File: src/rtl/sport_tmr_pkg.sv
package sport_tmr_pkg;
  localparam int NCH      = 2;
  localparam int FLD_W    = 6;
  localparam int GO_B     = 0;
  localparam int HOLD_B   = 1;
  localparam int MODE_B   = 2;
  localparam int SRC_B    = 3;
  localparam int RSV_B    = 4;
  localparam int STAT_B   = 5;
  localparam int CTRL_USED = FLD_W * NCH;
  localparam int A_CTRL   = 0;

  function automatic int per_addr(input int ch);
    return 1 + 2 * ch;
  endfunction

  function automatic int cnt_addr(input int ch);
    return 2 + 2 * ch;
  endfunction
endpackage

File: src/rtl/sport_tmr_tick.sv
module sport_tmr_tick #(
  parameter int SYNC_STAGES = 2
) (
  input  logic clk,
  input  logic rst,
  input  logic run,
  input  logic src_int,
  input  logic restart,
  input  logic ext_clk,
  output logic tick
);
  logic                   phase_q;
  logic [SYNC_STAGES-1:0] sync_q;
  logic                   prev_q;
  logic                   ext_rise;

  always_ff @(posedge clk) begin
    if (rst || restart) begin
      phase_q <= 1'b0;
    end else if (run && src_int) begin
      phase_q <= ~phase_q;
    end
  end

  generate
    if (SYNC_STAGES == 1) begin : g_one
      always_ff @(posedge clk) begin
        if (rst) sync_q <= '0;
        else     sync_q <= ext_clk;
      end
    end else begin : g_many
      always_ff @(posedge clk) begin
        if (rst) sync_q <= '0;
        else     sync_q <= {sync_q[SYNC_STAGES-2:0], ext_clk};
      end
    end
  endgenerate

  always_ff @(posedge clk) begin
    if (rst) prev_q <= 1'b0;
    else     prev_q <= sync_q[SYNC_STAGES-1];
  end

  assign ext_rise = sync_q[SYNC_STAGES-1] & ~prev_q;
  assign tick     = run & (src_int ? phase_q : ext_rise);
endmodule

File: src/rtl/sport_tmr_chan.sv
module sport_tmr_chan #(
  parameter int CNT_W       = 16,
  parameter int SYNC_STAGES = 2
) (
  input  logic             clk,
  input  logic             rst,
  input  logic             go_req,
  input  logic             run,
  input  logic             clk_mode,
  input  logic             src_int,
  input  logic             ext_clk,
  input  logic [CNT_W-1:0] period,
  input  logic             cnt_ld,
  input  logic [CNT_W-1:0] cnt_ld_val,
  output logic [CNT_W-1:0] count,
  output logic             go_flag,
  output logic             stat
);
  logic tick;
  logic wrap;

  sport_tmr_tick #(.SYNC_STAGES(SYNC_STAGES)) u_tick (
    .clk     (clk),
    .rst     (rst),
    .run     (run),
    .src_int (src_int),
    .restart (go_req),
    .ext_clk (ext_clk),
    .tick    (tick)
  );

  assign wrap = tick && (count == period);

  always_ff @(posedge clk) begin
    if (rst) begin
      count   <= '0;
      go_flag <= 1'b0;
      stat    <= 1'b0;
    end else if (go_req) begin
      count   <= '0;
      go_flag <= 1'b1;
      stat    <= 1'b0;
    end else if (cnt_ld) begin
      count <= cnt_ld_val;
      if (!clk_mode) stat <= 1'b0;
    end else begin
      if (tick) begin
        go_flag <= 1'b0;
        count   <= wrap ? '0 : count + 1'b1;
      end
      if (clk_mode) stat <= wrap ? ~stat : stat;
      else          stat <= wrap;
    end
  end
endmodule

File: src/rtl/sport_timer_pair.sv
module sport_timer_pair
  import sport_tmr_pkg::*;
#(
  parameter int DATA_W      = 32,
  parameter int ADDR_W      = 3,
  parameter int CNT_W       = 16,
  parameter int SYNC_STAGES = 2
) (
  input  logic              clk,
  input  logic              rst,
  input  logic              bus_wr,
  input  logic [ADDR_W-1:0] bus_addr,
  input  logic [DATA_W-1:0] bus_wdata,
  output logic [DATA_W-1:0] bus_rdata,
  input  logic              tx_ext_clk,
  input  logic              rx_ext_clk,
  output logic              tx_clk_out,
  output logic              rx_clk_out
);
  logic [NCH-1:0]            hold_q, mode_q, src_q;
  logic [NCH-1:0]            go_w, stat_w, go_req, cnt_ld;
  logic [NCH-1:0]            ext_in;
  logic [NCH-1:0][CNT_W-1:0] per_q, cnt_w;
  logic [DATA_W-1:0]         rd_mux;
  logic                      ctrl_wr;
  logic                      unused_wdata;

  assign unused_wdata = ^bus_wdata;
  assign ctrl_wr = bus_wr && (bus_addr == ADDR_W'(A_CTRL));
  assign ext_in  = {rx_ext_clk, tx_ext_clk};

  generate
    for (genvar i = 0; i < NCH; i++) begin : g_ch
      localparam int BASE = FLD_W * i;

      assign go_req[i] = ctrl_wr && bus_wdata[BASE+GO_B] && bus_wdata[BASE+HOLD_B];
      assign cnt_ld[i] = bus_wr && (bus_addr == ADDR_W'(cnt_addr(i)));

      always_ff @(posedge clk) begin
        if (rst) begin
          hold_q[i] <= 1'b0;
          mode_q[i] <= 1'b0;
          src_q[i]  <= 1'b0;
        end else if (ctrl_wr) begin
          hold_q[i] <= bus_wdata[BASE+HOLD_B];
          mode_q[i] <= bus_wdata[BASE+MODE_B];
          src_q[i]  <= bus_wdata[BASE+SRC_B];
        end
      end

      always_ff @(posedge clk) begin
        if (rst) begin
          per_q[i] <= '0;
        end else if (bus_wr && (bus_addr == ADDR_W'(per_addr(i)))) begin
          per_q[i] <= bus_wdata[CNT_W-1:0];
        end
      end

      sport_tmr_chan #(.CNT_W(CNT_W), .SYNC_STAGES(SYNC_STAGES)) u_chan (
        .clk        (clk),
        .rst        (rst),
        .go_req     (go_req[i]),
        .run        (hold_q[i]),
        .clk_mode   (mode_q[i]),
        .src_int    (src_q[i]),
        .ext_clk    (ext_in[i]),
        .period     (per_q[i]),
        .cnt_ld     (cnt_ld[i]),
        .cnt_ld_val (bus_wdata[CNT_W-1:0]),
        .count      (cnt_w[i]),
        .go_flag    (go_w[i]),
        .stat       (stat_w[i])
      );
    end
  endgenerate

  always_comb begin
    rd_mux = '0;
    if (bus_addr == ADDR_W'(A_CTRL)) begin
      for (int i = 0; i < NCH; i++) begin
        rd_mux[FLD_W*i +: FLD_W] = {stat_w[i], 1'b0, src_q[i], mode_q[i], hold_q[i], go_w[i]};
      end
    end else begin
      for (int i = 0; i < NCH; i++) begin
        if (bus_addr == ADDR_W'(per_addr(i))) rd_mux[CNT_W-1:0] = per_q[i];
        if (bus_addr == ADDR_W'(cnt_addr(i))) rd_mux[CNT_W-1:0] = cnt_w[i];
      end
    end
  end

  always_ff @(posedge clk) begin
    if (rst) bus_rdata <= '0;
    else     bus_rdata <= rd_mux;
  end

  assign tx_clk_out = stat_w[0];
  assign rx_clk_out = stat_w[1];
endmodule

File: config.mk
export PLATFORM = sky130hd
export DESIGN_NAME = sport_timer_pair
export DESIGN_NICKNAME = d
export VERILOG_FILES = /design/src/rtl/sport_tmr_pkg.sv /design/src/rtl/sport_tmr_tick.sv /design/src/rtl/sport_tmr_chan.sv /design/src/rtl/sport_timer_pair.sv
export SDC_FILE = /design/constraint.sdc
export NUM_CORES = 1
export LEC_CHECK = 0
export ABC_AREA = 1
export BUFFER_PORTS_ARGS = -buffer_cell sky130_fd_sc_hd__buf_2
export CAP_MARGIN = 20
export CORE_MARGIN = 1
export CORE_UTILIZATION = 50
export CTS_CLUSTER_DIAMETER = 120
export DETAILED_ROUTE_END_ITERATION = 8
export PLACE_DENSITY = 0.71
export SYNTH_ARGS = -nofsm -noshare
export SYNTH_HDL_FRONTEND = slang
export SYNTH_SLANG_ARGS = --single-unit
File: constraint.sdc
create_clock -name clk -period 2.3 [get_ports clk]
set_clock_uncertainty 0.05 [all_clocks]
set_input_delay 0.345 -clock clk [delete_from_list [all_inputs] [get_ports clk]]
set_output_delay 0.345 -clock clk [all_outputs]
set_load 0.02 [all_outputs]
# After elaboration in Yosys (flattened, before gate mapping)
# Index checks and enable logic that the tools add are counted.
# W data, S select, Z words.
[op_classes] add_sub_neg=2 n_mul=0 div=0 order_cmp=0 eq_ne=12 shifts=0 n_mux=27 n_bitwise=10 n_reduce_logical=27
[op_table] operator="$mux W16" n=10
[op_table] operator="$add A16 B1 Y16 const B" n=2
[op_table] operator="$eq A16 B16 Y1" n=2
[op_table] operator="$mux W1" n=16
[op_table] operator="$logic_and A1 B1 Y1" n=13
[op_table] operator="$mux W12" n=1
[op_table] operator="$ne A2 B2 Y1 const B" n=4
[op_table] operator="$reduce_and A2 Y1" n=4
[op_table] operator="$reduce_bool A2 Y1" n=4
[op_table] operator="$eq A3 B2 Y1 const B" n=2
[op_table] operator="$not A1 Y1" n=6
[op_table] operator="$reduce_or A2 Y1" n=3
[op_table] operator="$and A1 B1 Y1" n=4
[op_table] operator="$ne A2 B1 Y1 const B" n=2
[op_table] operator="$eq A3 B1 Y1 const B" n=1
[op_table] operator="$eq A3 B3 Y1 const B" n=1
[op_table] operator="$logic_not A3 Y1" n=1
[op_table] operator="$logic_or A1 B1 Y1" n=2
[totals] register_bits=114 latch_bits=0 ramBits=0 romBits=0 inputBits=40 out_inout_bits=34 word_cells=101 mem_count=0

# Longest topological paths before layout
# Gate-level depths: netlist of the first run.
[logic_depth] ltp_word=8 depth_mapped=11 ltp_nobuf=10

# Cells and area by module
# From an unflattened synthesis of the first run, not the netlist that was laid out.
[hier_totals] cells_unflattened=886 hier_area_um2=5684.2
[by_module_without_submodules] module="sport_timer_pair" n_inst=1 cells_each=361 area_each_um2=2457.4 seq_area_each_um2=1081.0
[by_module_without_submodules] module="sport_tmr_chan at g_ch[1].u_chan" n_inst=1 cells_each=244 area_each_um2=1472.7 seq_area_each_um2=360.3
[by_module_without_submodules] module="sport_tmr_chan at g_ch[0].u_chan" n_inst=1 cells_each=241 area_each_um2=1458.9 seq_area_each_um2=360.3
[by_module_without_submodules] module="sport_tmr_tick" n_inst=2 cells_each=20 area_each_um2=147.6 seq_area_each_um2=80.1

# Least setup slack after synthesis of the first run
# OpenSTA, ideal clock, no wires.
[synth_path] path_type="register to register" from="reg g_ch[1].u_chan.count[0]" to="reg g_ch[1].u_chan.count[10]" setup_time_ns=0.070 arrival_time_ns=1.356 required_ns=2.180 slack_ns=0.824 path_stages_with_launch=10 n_path_buf=0 period_less_slack_ns=1.476 path_cell_list="dfxtp_1 ha_1 nand2_1 nor2_1 nand2_1 o21bai_1 nand2_1 inv_1 nand3_1 a21oi_1"
[synth_via] elab_chain_len=5 elab_cells_between_ends=6 classes_between="1 x add/sub; 1 x eq/ne; 3 x mux; 1 x reduce/logical"
[synth_rtl] element="start, declared" line="sport_tmr_chan.sv:15" rtl="output logic [CNT_W-1:0] count,"
[synth_rtl] element="start signal, assigned" line="sport_tmr_chan.sv:44" rtl="count <= cnt_ld_val;"
[synth_rtl] element="start signal, assigned" line="sport_tmr_chan.sv:49" rtl="count <= wrap ? '0 : count + 1'b1;"
[synth_rtl] element="branches (longest 2 deep; another with $add A16 B1 Y16)"
[synth_rtl] element="$mux W16 *" line="sport_tmr_chan.sv:49"
[synth_rtl] element="$mux W16 *" line="sport_tmr_chan.sv:47" rtl="if (tick) begin"
[synth_rtl] element="$mux W16 *" line="sport_tmr_chan.sv:43" rtl="end else if (cnt_ld) begin"
# Mark *: on every way between the ends. The select of a mux whose other input is x is not followed.
# A chain may end at the register's enable or synchronous reset.

# Final worst setup path of the first run
[layout_path] from="reg g_ch[0].u_chan.count[13]" to="reg g_ch[0].u_chan.count[15]"
[layout_via] elab_chain_len=5 elab_cells_between_ends=6 classes_between="1 x add/sub; 1 x eq/ne; 3 x mux; 1 x reduce/logical"
[layout_rtl] element="start, declared" line="sport_tmr_chan.sv:15"
[layout_rtl] element="start signal, assigned" line="sport_tmr_chan.sv:44"
[layout_rtl] element="start signal, assigned" line="sport_tmr_chan.sv:49"
[layout_rtl] element="branches (longest 2 deep; another with $add A16 B1 Y16)"
[layout_rtl] element="$mux W16 *" line="sport_tmr_chan.sv:49"
[layout_rtl] element="$mux W16 *" line="sport_tmr_chan.sv:47"
[layout_rtl] element="$mux W16 *" line="sport_tmr_chan.sv:43"
# Marks and branches as above.

==> results.toml, run 1 <==
[outcome]
status = "finished, final reports clean"

[placed_design]
placed_area_mm2 = 0.005796
numPortBuffers = 41
dpl.hpwl_um = 11940
placed_cells = 983
gp_congestion = 0.9610

[global_route]
grt_util_all_layers = 0.2943
overflow = 0
grt_start_max_net_pins = 30
first_global_vias = 5056
antenna_found_initial = 0
grt_pass1_wl_um = 26280

[timing]
finalSetupTns_ps = 0
grt_setup_unrepaired = "no"
fmax_mhz = 512.5
min_period_ps = 1951
maxSlewHeadroom = 0.3561
setup_viol = 0
drv_slew = 0
finalHoldViolCount = 0
tightest_slew_ps = 955.7
finalCritPeriodShare = 0.8483

[flow_run]
drv_cap = 0

[floorplanning]
start_util = 0.5164
fp.dieArea_mm2 = 0.01167
io_pins = 74
die-width_um = 108.0
die_h_um = 108.0
core_mm2 = 0.01089
rows = 38

[cells_and_area]
syn_to_final_growth_pct = 6.698
mostFrequentLayoutCells = "nand2_1 (183), dfxtp_1 (98), a21oi_1 (93)"
final_nets = 896
drive_gt1_frac = 0.1118
final_cell_area_mm2 = 0.006000
nFillCells = 1091
final_common_cell = "nand2_1"
antenna_cells = 0
finalNonFillerCells = 999

[synthesis]
yosys.cell_types.count = 36
yosysWarnings = 0
synth-edff-count = 0
syn_inst = 828
synth_area_mm2 = 0.005623
async_flop_share = 0
avgSynthCellArea_um2 = 6.791
synth_ff_type = "dfxtp_1"
ys_ff_latch = 98
seq_area_frac_synth = 0.3489

[routing]
first_pass_iters = 5
drt-initial-drc-count = 479
vias = 5647
routed_wl_um = 16260
via_per_inst = 5.653
routedWlPerCell_um = 16.27
drcViolationCount = 0
ant_nets = 0

[pwr]
p_sw_mw = 0.9636
power.share.clock = 0.352
p_int_mw = 2.388
swShare = 0.2875
ir_drop_mv = 0.3772
comb_power_share = 0.118
pwr-share-seq = 0.530
power_mw = 3.352
power.density_mw_per_mm2 = 558.6
p_leak_nw = 2.445

[worst_setup_path]
critPathMaxFanout = 16
critPathKind = "register to register"
worstPathArrival_ps = 2180
ff2ff_path_depth = 9
crit_required_ps = 2530
crit_path_start = "g_ch[0].u_chan.count[13]"
crit_end = "g_ch[0].u_chan.count[15]"
timing.rr.end = "g_ch[0].u_chan.count[15]"
crit_path_end_kind = "register"
startpoint_type = "register"
rrSetupSlack_ps = 350
reg2reg_from = "g_ch[0].u_chan.count[13]"

[min_path]
hp-class = "input pin to register"
hp-start = "rx_ext_clk"

[clocking]
holdBufCountCts = 0
path_clk_slew_ps = 100
clock_sinks = 98
cts_buffer_depth = 2
root_buffer = "clkbuf_8"
cts_setup_buffers = 0
clock_latency_ps = 390
htree_levels = 3
tritoncts = "yes"
cts_resized = 0
numCtsBuffers = 9
==> cell usage after synthesis (3+ instances only) <==
master,number,area (um2)
nand4_1,11,68.82
nor2_2,3,18.77
xor2_1,22,192.7
o22ai_1,14,87.58
buf_4,21,157.7
nor2_4,6,67.56
o21ai_0,37,185.2
nor3_1,3,15.01
a31oi_1,10,62.56
nand3_1,63,315.3
clkbuf_2,3,15.01
xnor2_1,8,70.07
nand2_2,4,25.02
buf_2,13,65.06
a21oi_1,93,465.5
inv_2,5,18.77
dfxtp_1,98,1962
nand2_1,183,686.9
nor2_1,79,296.5
inv_1,86,322.8
clkbuf_1,6,22.52
a22oi_1,32,240.2
buf_6,7,78.83
nand2_4,3,33.78
==> metrics by stage <==
| stage | hold WS, ps | setup WS [ps] | utilization |
|---|---|---|---|
| floorplan | 338.3 | 823.7 | - |
| global placement | 353.9 | 426.4 | 0.5323 |
| detailed placement | 352.0 | 366.6 | 0.5323 |
| CTS | 96.43 | 395.1 | 0.5510 |
| global route | 92.49 | 228.5 | 0.5510 |
| finish | 99.91 | 348.8 | 0.5510 |
==> layer usage <==
| layer | vias up | global-route usage | share of wire |
|---|---|---|---|
| met1 | 2631 | 0.3924 | 0.44 |
| li1 | 2734 | - | - |
| met5 | - | 0 | 0 |
| met2 | 236 | 0.4686 | 0.46 |
| met3 | 46 | 0.03978 | 0.067 |
| met4 | 0 | 0.1389 | 0.037 |
==> power groups by stage <==
stage	Clock, mW	Combinational (mW)	Sequential, mW
after global placement	0	0.378	1.81
final	1.18	0.394	1.78
after detailed placement	0	0.386	1.82
after global routing	1.27	0.432	1.78
after floorplan	0	0.291	1.81
after CTS	1.19	0.388	1.78
==> cell families (layout without fill, tap and decap cells) <==
| family | Yosys count | after routing | share of synthesized area |
|---|---|---|---|
| AO/OA/AOI/OAI | 188 | 188 | 0.1880 |
| XOR/XNOR | 30 | 30 | 0.04673 |
| adder cells (fa/ha/maj) | 2 | 2 | 0.004450 |
| buffers and inverters | 146 | 162 | 0.1262 |
| flip-flops | 98 | 98 | 0.3489 |
| other | 1 | 16 | 0.0006669 |
| AND/OR/NAND/NOR | 363 | 363 | 0.2850 |
==> worst min path at each step <==
stage                                            endpoint  slack [ps]  cells past startpoint
after global placement    g_ch[1].u_chan.u_tick.sync_q[1]         350                      2
after CTS                 g_ch[1].u_chan.u_tick.sync_q[0]         100                      3
final                     g_ch[1].u_chan.u_tick.sync_q[0]         100                      3
after floorplan           g_ch[0].u_chan.u_tick.sync_q[1]         340                      2
after global routing      g_ch[1].u_chan.u_tick.sync_q[0]          90                      3
after detailed placement  g_ch[1].u_chan.u_tick.sync_q[1]         350                      2
==> critical path, stage by stage, from the launching register on <==
cell and delay (ps):
dfxtp_1 420, inv_1 120, nand2_1 70, nand2_1 110, nor2_1 120, nand2_1 50
nor2_1 240, nand3_2 380, nand3_1 210, a21oi_2 60
==> state kept, by name (all words and copies together) (netlist names) <==
signal                      cells
g_ch.u_chan.u_tick.phase_q      2
hold_q                          2
src_q                           2
g_ch.u_chan.u_tick.sync_q       4
mode_q                          2
bus_rdata                      16
g_ch.u_chan.go_flag             2
per_q                          32
g_ch.u_chan.u_tick.prev_q       2
g_ch.u_chan.count              32
g_ch.u_chan.stat                2
==> cell type report <==
type,count,area [um2],area share
well taps,140,175.2,0.02920
multi-input cells,599,3008,0.5014
inverters,94,362.8,0.06048
flip-flops and latches,98,1962,0.3270
repair buffers,52,287.8,0.04797
clock inverters,6,66.31,0.01105
clock buffers,10,137.6,0.02294
Note: power is estimated with default switching activity, not from simulation.
==> inputs of run 2 (changes only) <==
--- a/config.mk
+++ b/config.mk
@@ -12,7 +12,7 @@
 export CORE_UTILIZATION = 50
 export CTS_CLUSTER_DIAMETER = 120
 export DETAILED_ROUTE_END_ITERATION = 8
-export PLACE_DENSITY = 0.71
+export PLACE_DENSITY = 0.73
 export SYNTH_ARGS = -nofsm -noshare
 export SYNTH_HDL_FRONTEND = slang
 export SYNTH_SLANG_ARGS = --single-unit
==> constraint.sdc (replaced) <==
create_clock -name clk -period 1.64 [get_ports clk]
set_clock_uncertainty 0.05 [all_clocks]
set_input_delay 0.246 -clock clk [delete_from_list [all_inputs] [get_ports clk]]
set_output_delay 0.246 -clock clk [all_outputs]
set_load 0.02 [all_outputs]
==> results.toml, run 2 (synthesized netlist as in run 1, its figures left out) <==
[outcome]
status = "finished, final reports clean"

[cells_and_area]
antenna_cells = 0
final_cell_area_mm2 = 0.006780
drive_gt1_frac = 0.2155
top_regs = "g_ch.u_chan.count: 32 flops, per_q: 32 flops, bus_rdata: 16 flops"
syn_to_final_growth_pct = 20.58
mostFrequentLayoutCells = "nand2_1 (181), a21oi_1 (93), buf_4 (87)"
final_nets = 980
final_common_cell = "nand2_1"

[pwr]
power.density_mw_per_mm2 = 699.7
comb_power_share = 0.141
ir_drop_mv = 0.5930
power.share.clock = 0.336
pwr-share-seq = 0.523
swShare = 0.2790
p_sw_mw = 1.324
p_leak_nw = 2.905
p_int_mw = 3.421

[routing]
via_per_inst = 5.416
ant_nets = 0
routedWlPerCell_um = 15.45
drt-initial-drc-count = 495
routed_wl_um = 16720
first_pass_iters = 5
drcViolationCount = 0
vias = 5860

[global_route]
first_global_vias = 5255
grt_pass1_wl_um = 26250
antenna_found_initial = 0
grt_util_all_layers = 0.2931
overflow = 0
grt_start_max_net_pins = 27

[clocking]
cts_buffer_depth = 2
htree_levels = 3
clock_sinks = 98
tritoncts = "yes"
clock_latency_ps = 390
cts_setup_buffers = 0
root_buffer = "clkbuf_8"
path_clk_slew_ps = 90
numCtsBuffers = 9

[timing]
finalSetupTns_ps = 0
grt_setup_unrepaired = "yes"
finalCritPeriodShare = 0.9585
setup_viol = 0
drv_slew = 0
min_period_ps = 1572
fmax_mhz = 636.1
finalHoldViolCount = 0

[worst_setup_path]
critPathKind = "register to register"
max_stage_delay_ps = 390
crit_chain = "inv_1, nor2_1, nand2_1, nand2_2, buf_4, inv_1, nor2_4, nand3_1, a21oi_1"
path_common_cell = "inv_1"
critical_path.slowest_cell = "dfxtp_2"
timing.rr.end = "g_ch[1].u_chan.count[1]"
rrSetupSlack_ps = 70
startpoint_type = "register"
critPathMaxFanout = 8
reg2reg_from = "hold_q[1]"
crit_required_ps = 1900
crit_path_end_kind = "register"
ff2ff_path_depth = 9
worstPathArrival_ps = 1830

[floorplanning]
die_h_um = 108.0
die-width_um = 108.0
core_mm2 = 0.01089
start_util = 0.5164
io_pins = 74
rows = 38
fp.dieArea_mm2 = 0.01167

[placed_design]
dpl.hpwl_um = 12540
gp_congestion = 0.9345
numPortBuffers = 41
placed_area_mm2 = 0.006506

[min_path]
hp-start = "rx_ext_clk"
hp-class = "input pin to register"
min_path_cells = 3
holdPathEnd = "g_ch[1].u_chan.u_tick.sync_q[0]"

[flow_run]
drv_cap = 0
-- run 2: cell types whose count changed in the layout (fill, tap and decap cells not counted), sizes merged --
cell / previous run / this run
nor2: 89 / 90
clkinvlp: 3 / 0
clkbuf: 10 / 12
buf: 52 / 135
-- run 2: cell type report --
| type | instances | area, um2 |
|---|---|---|
| clock buffer | 12 | 145.1 |
| clock inverter | 3 | 40.04 |
| fill | 1037 | 4108 |
| inverter | 94 | 362.8 |
| multi-input combinational | 600 | 3074 |
| sequential | 98 | 1984 |
| tap | 140 | 175.2 |
| timing repair buffer | 135 | 998.5 |
-- run 2: through the flow --
step	setup WS (ps)	std cells	hold WS (ps)	power, mW	util
finish	68.04	1082	10.46	4.744	0.6227
CTS	19.35	1081	4.443	4.739	0.6148
global placement	6.841	1066	348.7	3.171	0.5976
global route	-36.59	1082	14.48	4.927	0.6227
floorplan	164.1	843	303.0	2.940	-
detailed placement	-27.39	1066	349.2	3.180	0.5976
-- run 2: layer usage --
metal	part of all wire	up-vias	global-route usage	wire, um
met5	0	-	0	0
met4	0.025	0	0.1164	414
met3	0.065	29	0.03918	1087
met2	0.46	238	0.4700	7721
met1	0.45	2685	0.3972	7496
li1	-	2908	-	-
-- run 2: power by group through the flow --
stage | Clock (mW) | Sequential [mW] | Combinational, mW
finish | 1.59 | 2.48 | 0.671
global route | 1.71 | 2.49 | 0.730
CTS | 1.61 | 2.48 | 0.648
detailed placement | 0 | 2.54 | 0.645
global placement | 0 | 2.53 | 0.638
floorplan | 0 | 2.53 | 0.409
-- run 2: how the worst max path moves through the flow --
stage,to,depth (start not counted),start
2_1_floorplan,g_ch[1].u_chan.count[10],9,g_ch[1].u_chan.count[0]
3_3_place_gp,g_ch[1].u_chan.count[10],9,g_ch[1].u_chan.count[1]
3_5_place_dp,g_ch[1].u_chan.count[10],9,g_ch[1].u_chan.count[1]
4_1_cts,g_ch[1].u_chan.count[10],9,g_ch[1].u_chan.count[1]
5_1_grt,g_ch[1].u_chan.count[4],9,hold_q[1]
6_report,g_ch[1].u_chan.count[1],9,hold_q[1]
-- run 2: worst max-delay path: cells and delay by family, from the launching register on --
family	cells	cell delay (ps)
DFF	1	390
and+or+nand+nor	5	600
AOI/OAI and AO/OA	1	120
buffers and inverters	3	320
-- run 2: timing repair --
action	in CTS	in global routing
cloned	0	1
setup endpoints to repair	2	33
gates resized for setup	1	31
pin swaps	0	4
hold buffers	0	0
==> inputs of run 3 (changes only) <==
--- a/config.mk
+++ b/config.mk
@@ -13,6 +13,8 @@
 export CTS_CLUSTER_DIAMETER = 120
 export DETAILED_ROUTE_END_ITERATION = 8
 export PLACE_DENSITY = 0.73
+export RECOVER_POWER = 50
 export SYNTH_ARGS = -nofsm -noshare
 export SYNTH_HDL_FRONTEND = slang
+export SYNTH_HIERARCHICAL = 1
 export SYNTH_SLANG_ARGS = --single-unit
==> results.toml, run 3 <==
[outcome]
status = "finished, final reports clean"

[clocking]
root_buffer = "clkbuf_16"
clock_sinks = 98
cts_setup_buffers = 0
numCtsBuffers = 9
clock_latency_ps = 360
cts_buffer_depth = 2
path_clk_slew_ps = 60
htree_levels = 3
tritoncts = "yes"
holdBufCountCts = 0

[synthesis]
synth_commonest_cells = "nand2_1 (270), dfxtp_1 (98), inv_1 (97)"
async_flop_share = 0
synth_area_mm2 = 0.005684
synth_top_area_cell = "dfxtp_1"
yosysWarnings = 6
yosys.cell_types.count = 30
syn_inst = 886
synth-edff-count = 0
avgSynthCellArea_um2 = 6.416
yosysMostFrequentCell = "nand2_1"
synth_area_leaders = "dfxtp_1 (35%), nand2_1 (18%), a21oi_1 (6.6%)"
seq_area_frac_synth = 0.3451
ys_ff_latch = 98
synth_top_area_frac = 0.3451
synth_ff_type = "dfxtp_1"

[timing]
maxSlewHeadroom = 0.4763
fmax_mhz = 650.3
finalHoldViolCount = 0
grt_setup_unrepaired = "yes"
tightest_slew_ps = 785.6
drv_slew = 0
finalCritPeriodShare = 0.9376
min_period_ps = 1538
timing.hold.ws_ps = 40.19
fin_ws_ps = 102.3
setup_viol = 0

[min_path]
hp-class = "input pin to register"

[pwr]
ir_drop_mv = 0.7004
power.density_mw_per_mm2 = 801.0
p_leak_nw = 2.693

[placed_design]
numPortBuffers = 41
gp_congestion = 0.9036
dpl.hpwl_um = 11650
placed_area_mm2 = 0.006245
post-place-ws_ps = -189.6

[cells_and_area]
post-route-util = 0.6005
final_nets = 995
top_regs = "g_ch.u_chan/count: 32 flops, per_q: 32 flops, bus_rdata: 16 flops"
final_cell_area_mm2 = 0.006566
final_common_cell = "nand2_1"
mostFrequentLayoutCells = "nand2_1 (271), inv_1 (98), nor2_1 (80)"
syn_to_final_growth_pct = 15.52
antenna_cells = 0
nFillCells = 1104
drive_gt1_frac = 0.1691

[routing]
vias = 5904
routed-wl-met2_um = 7492
ant_nets = 0
wl_met3_um = 1060
first_pass_iters = 6
drt-initial-drc-count = 383
wl_met1_um = 7094
via_per_inst = 5.377
routed_wl_um = 15900
drcViolationCount = 0
top_layer = "met4"
routedWlPerCell_um = 14.48

[worst_setup_path]
worstPathArrival_ps = 1730
crit_required_ps = 1830
critPathMaxFanout = 8
startpoint_type = "register"
critPathKind = "register to register"
crit_path_end_kind = "register"

[floorplanning]
die_h_um = 108.6
rows = 38
io_pins = 74
start_util = 0.5198
die-width_um = 108.6
fp.dieArea_mm2 = 0.01180
core_mm2 = 0.01094

[global_route]
antenna_found_initial = 0
grt_pass1_wl_um = 25450
overflow = 0
grt_util_all_layers = 0.2799
first_global_vias = 5216
grt_start_max_net_pins = 33

[flow_run]
drv_cap = 0
run 3: cell count changes after synthesis, sizes merged, moves of 13 or more:
cell | before | now
nand2 | 190 | 281
a21oi | 94 | 76
xor2 | 22 | 4
nand4 | 11 | 26
nor2 | 89 | 103
o22ai | 14 | 0
inv | 94 | 107
run 3: worst max-delay path: stages, from the launching register on:
cell and delay, ps:
dfxtp_1 460, inv_1 100, nand2_1 60, nand2_1 50, nor2_1 90, nand2_1 120
nor2_4 180, nand2_4 120, nand3_1 110, a21oi_1 70
run 3: path summary, 6_finish.rpt:
| check | slack (ps) | end | start | depth (start not counted) |
|---|---|---|---|---|
| worst min register to register | 360 | g_ch[1].u_chan/u_tick/sync_q[1] | g_ch[1].u_chan/u_tick/sync_q[0] | 2 |
| worst min-delay path | 40 | g_ch[1].u_chan/u_tick/sync_q[0] | rx_ext_clk | 3 |
| worst max-delay path | 100 | g_ch[0].u_chan/count[15] | g_ch[0].u_chan/count[14] | 9 |
| worst max register to register | 100 | g_ch[0].u_chan/count[15] | g_ch[0].u_chan/count[14] | 9 |
run 3: kinds of logic (layout without fill, tap and decap cells):
logic type,Yosys count,count (layout),share of synthesized area
AND/OR/NAND/NOR,492,493,0.3898
buffers and inverters,154,210,0.1202
AO/OA/AOI/OAI,135,135,0.1336
flip-flops,98,98,0.3451
XOR/XNOR,4,4,0.006163
adder cells (fa/ha/maj),2,2,0.004402
other,1,16,0.0006597
run 3: per-stage QoR:
step	cells	total power, mW	TNS, ps
2_1_floorplan	901	3.003	0
3_3_place_gp	1081	3.173	-3023
3_5_place_dp	1081	3.177	-3986
4_1_cts	1097	5.251	0
5_1_grt	1098	5.465	-20.04
6_report	1098	5.259	0
run 3: layout make-up:
cell class | count | area [um2] | area share
multi-input cells | 650 | 3151 | 0.4798
inverters | 107 | 401.6 | 0.06117
well taps | 140 | 175.2 | 0.02668
repair buffers | 87 | 555.5 | 0.08460
clock inverters | 3 | 22.52 | 0.003430
clock buffers | 13 | 270.3 | 0.04116
flip-flops and latches | 98 | 1991 | 0.3032
run 3: timing repair:
item	4_1_cts	5_1_grt
setup endpoints to repair	2	34
resized for setup	1	30
endpoints found under the hold margin	0	0
gates cloned	0	1
pin swaps	0	2
run 3: power breakdown:
group          leakage (nW)  internal (mW)  switching, mW  total [mW]
Clock                 0.146           1.16          0.939        2.10
Combinational          1.74          0.206          0.474       0.680
Sequential            0.804           2.43         0.0516        2.48
run 3: routing by layer:
layer  track usage  vias up
li1              -     2947
met1        0.3666     2714
met2        0.4561      218
met3       0.06037       25
met4       0.09266        0
met5             0        -
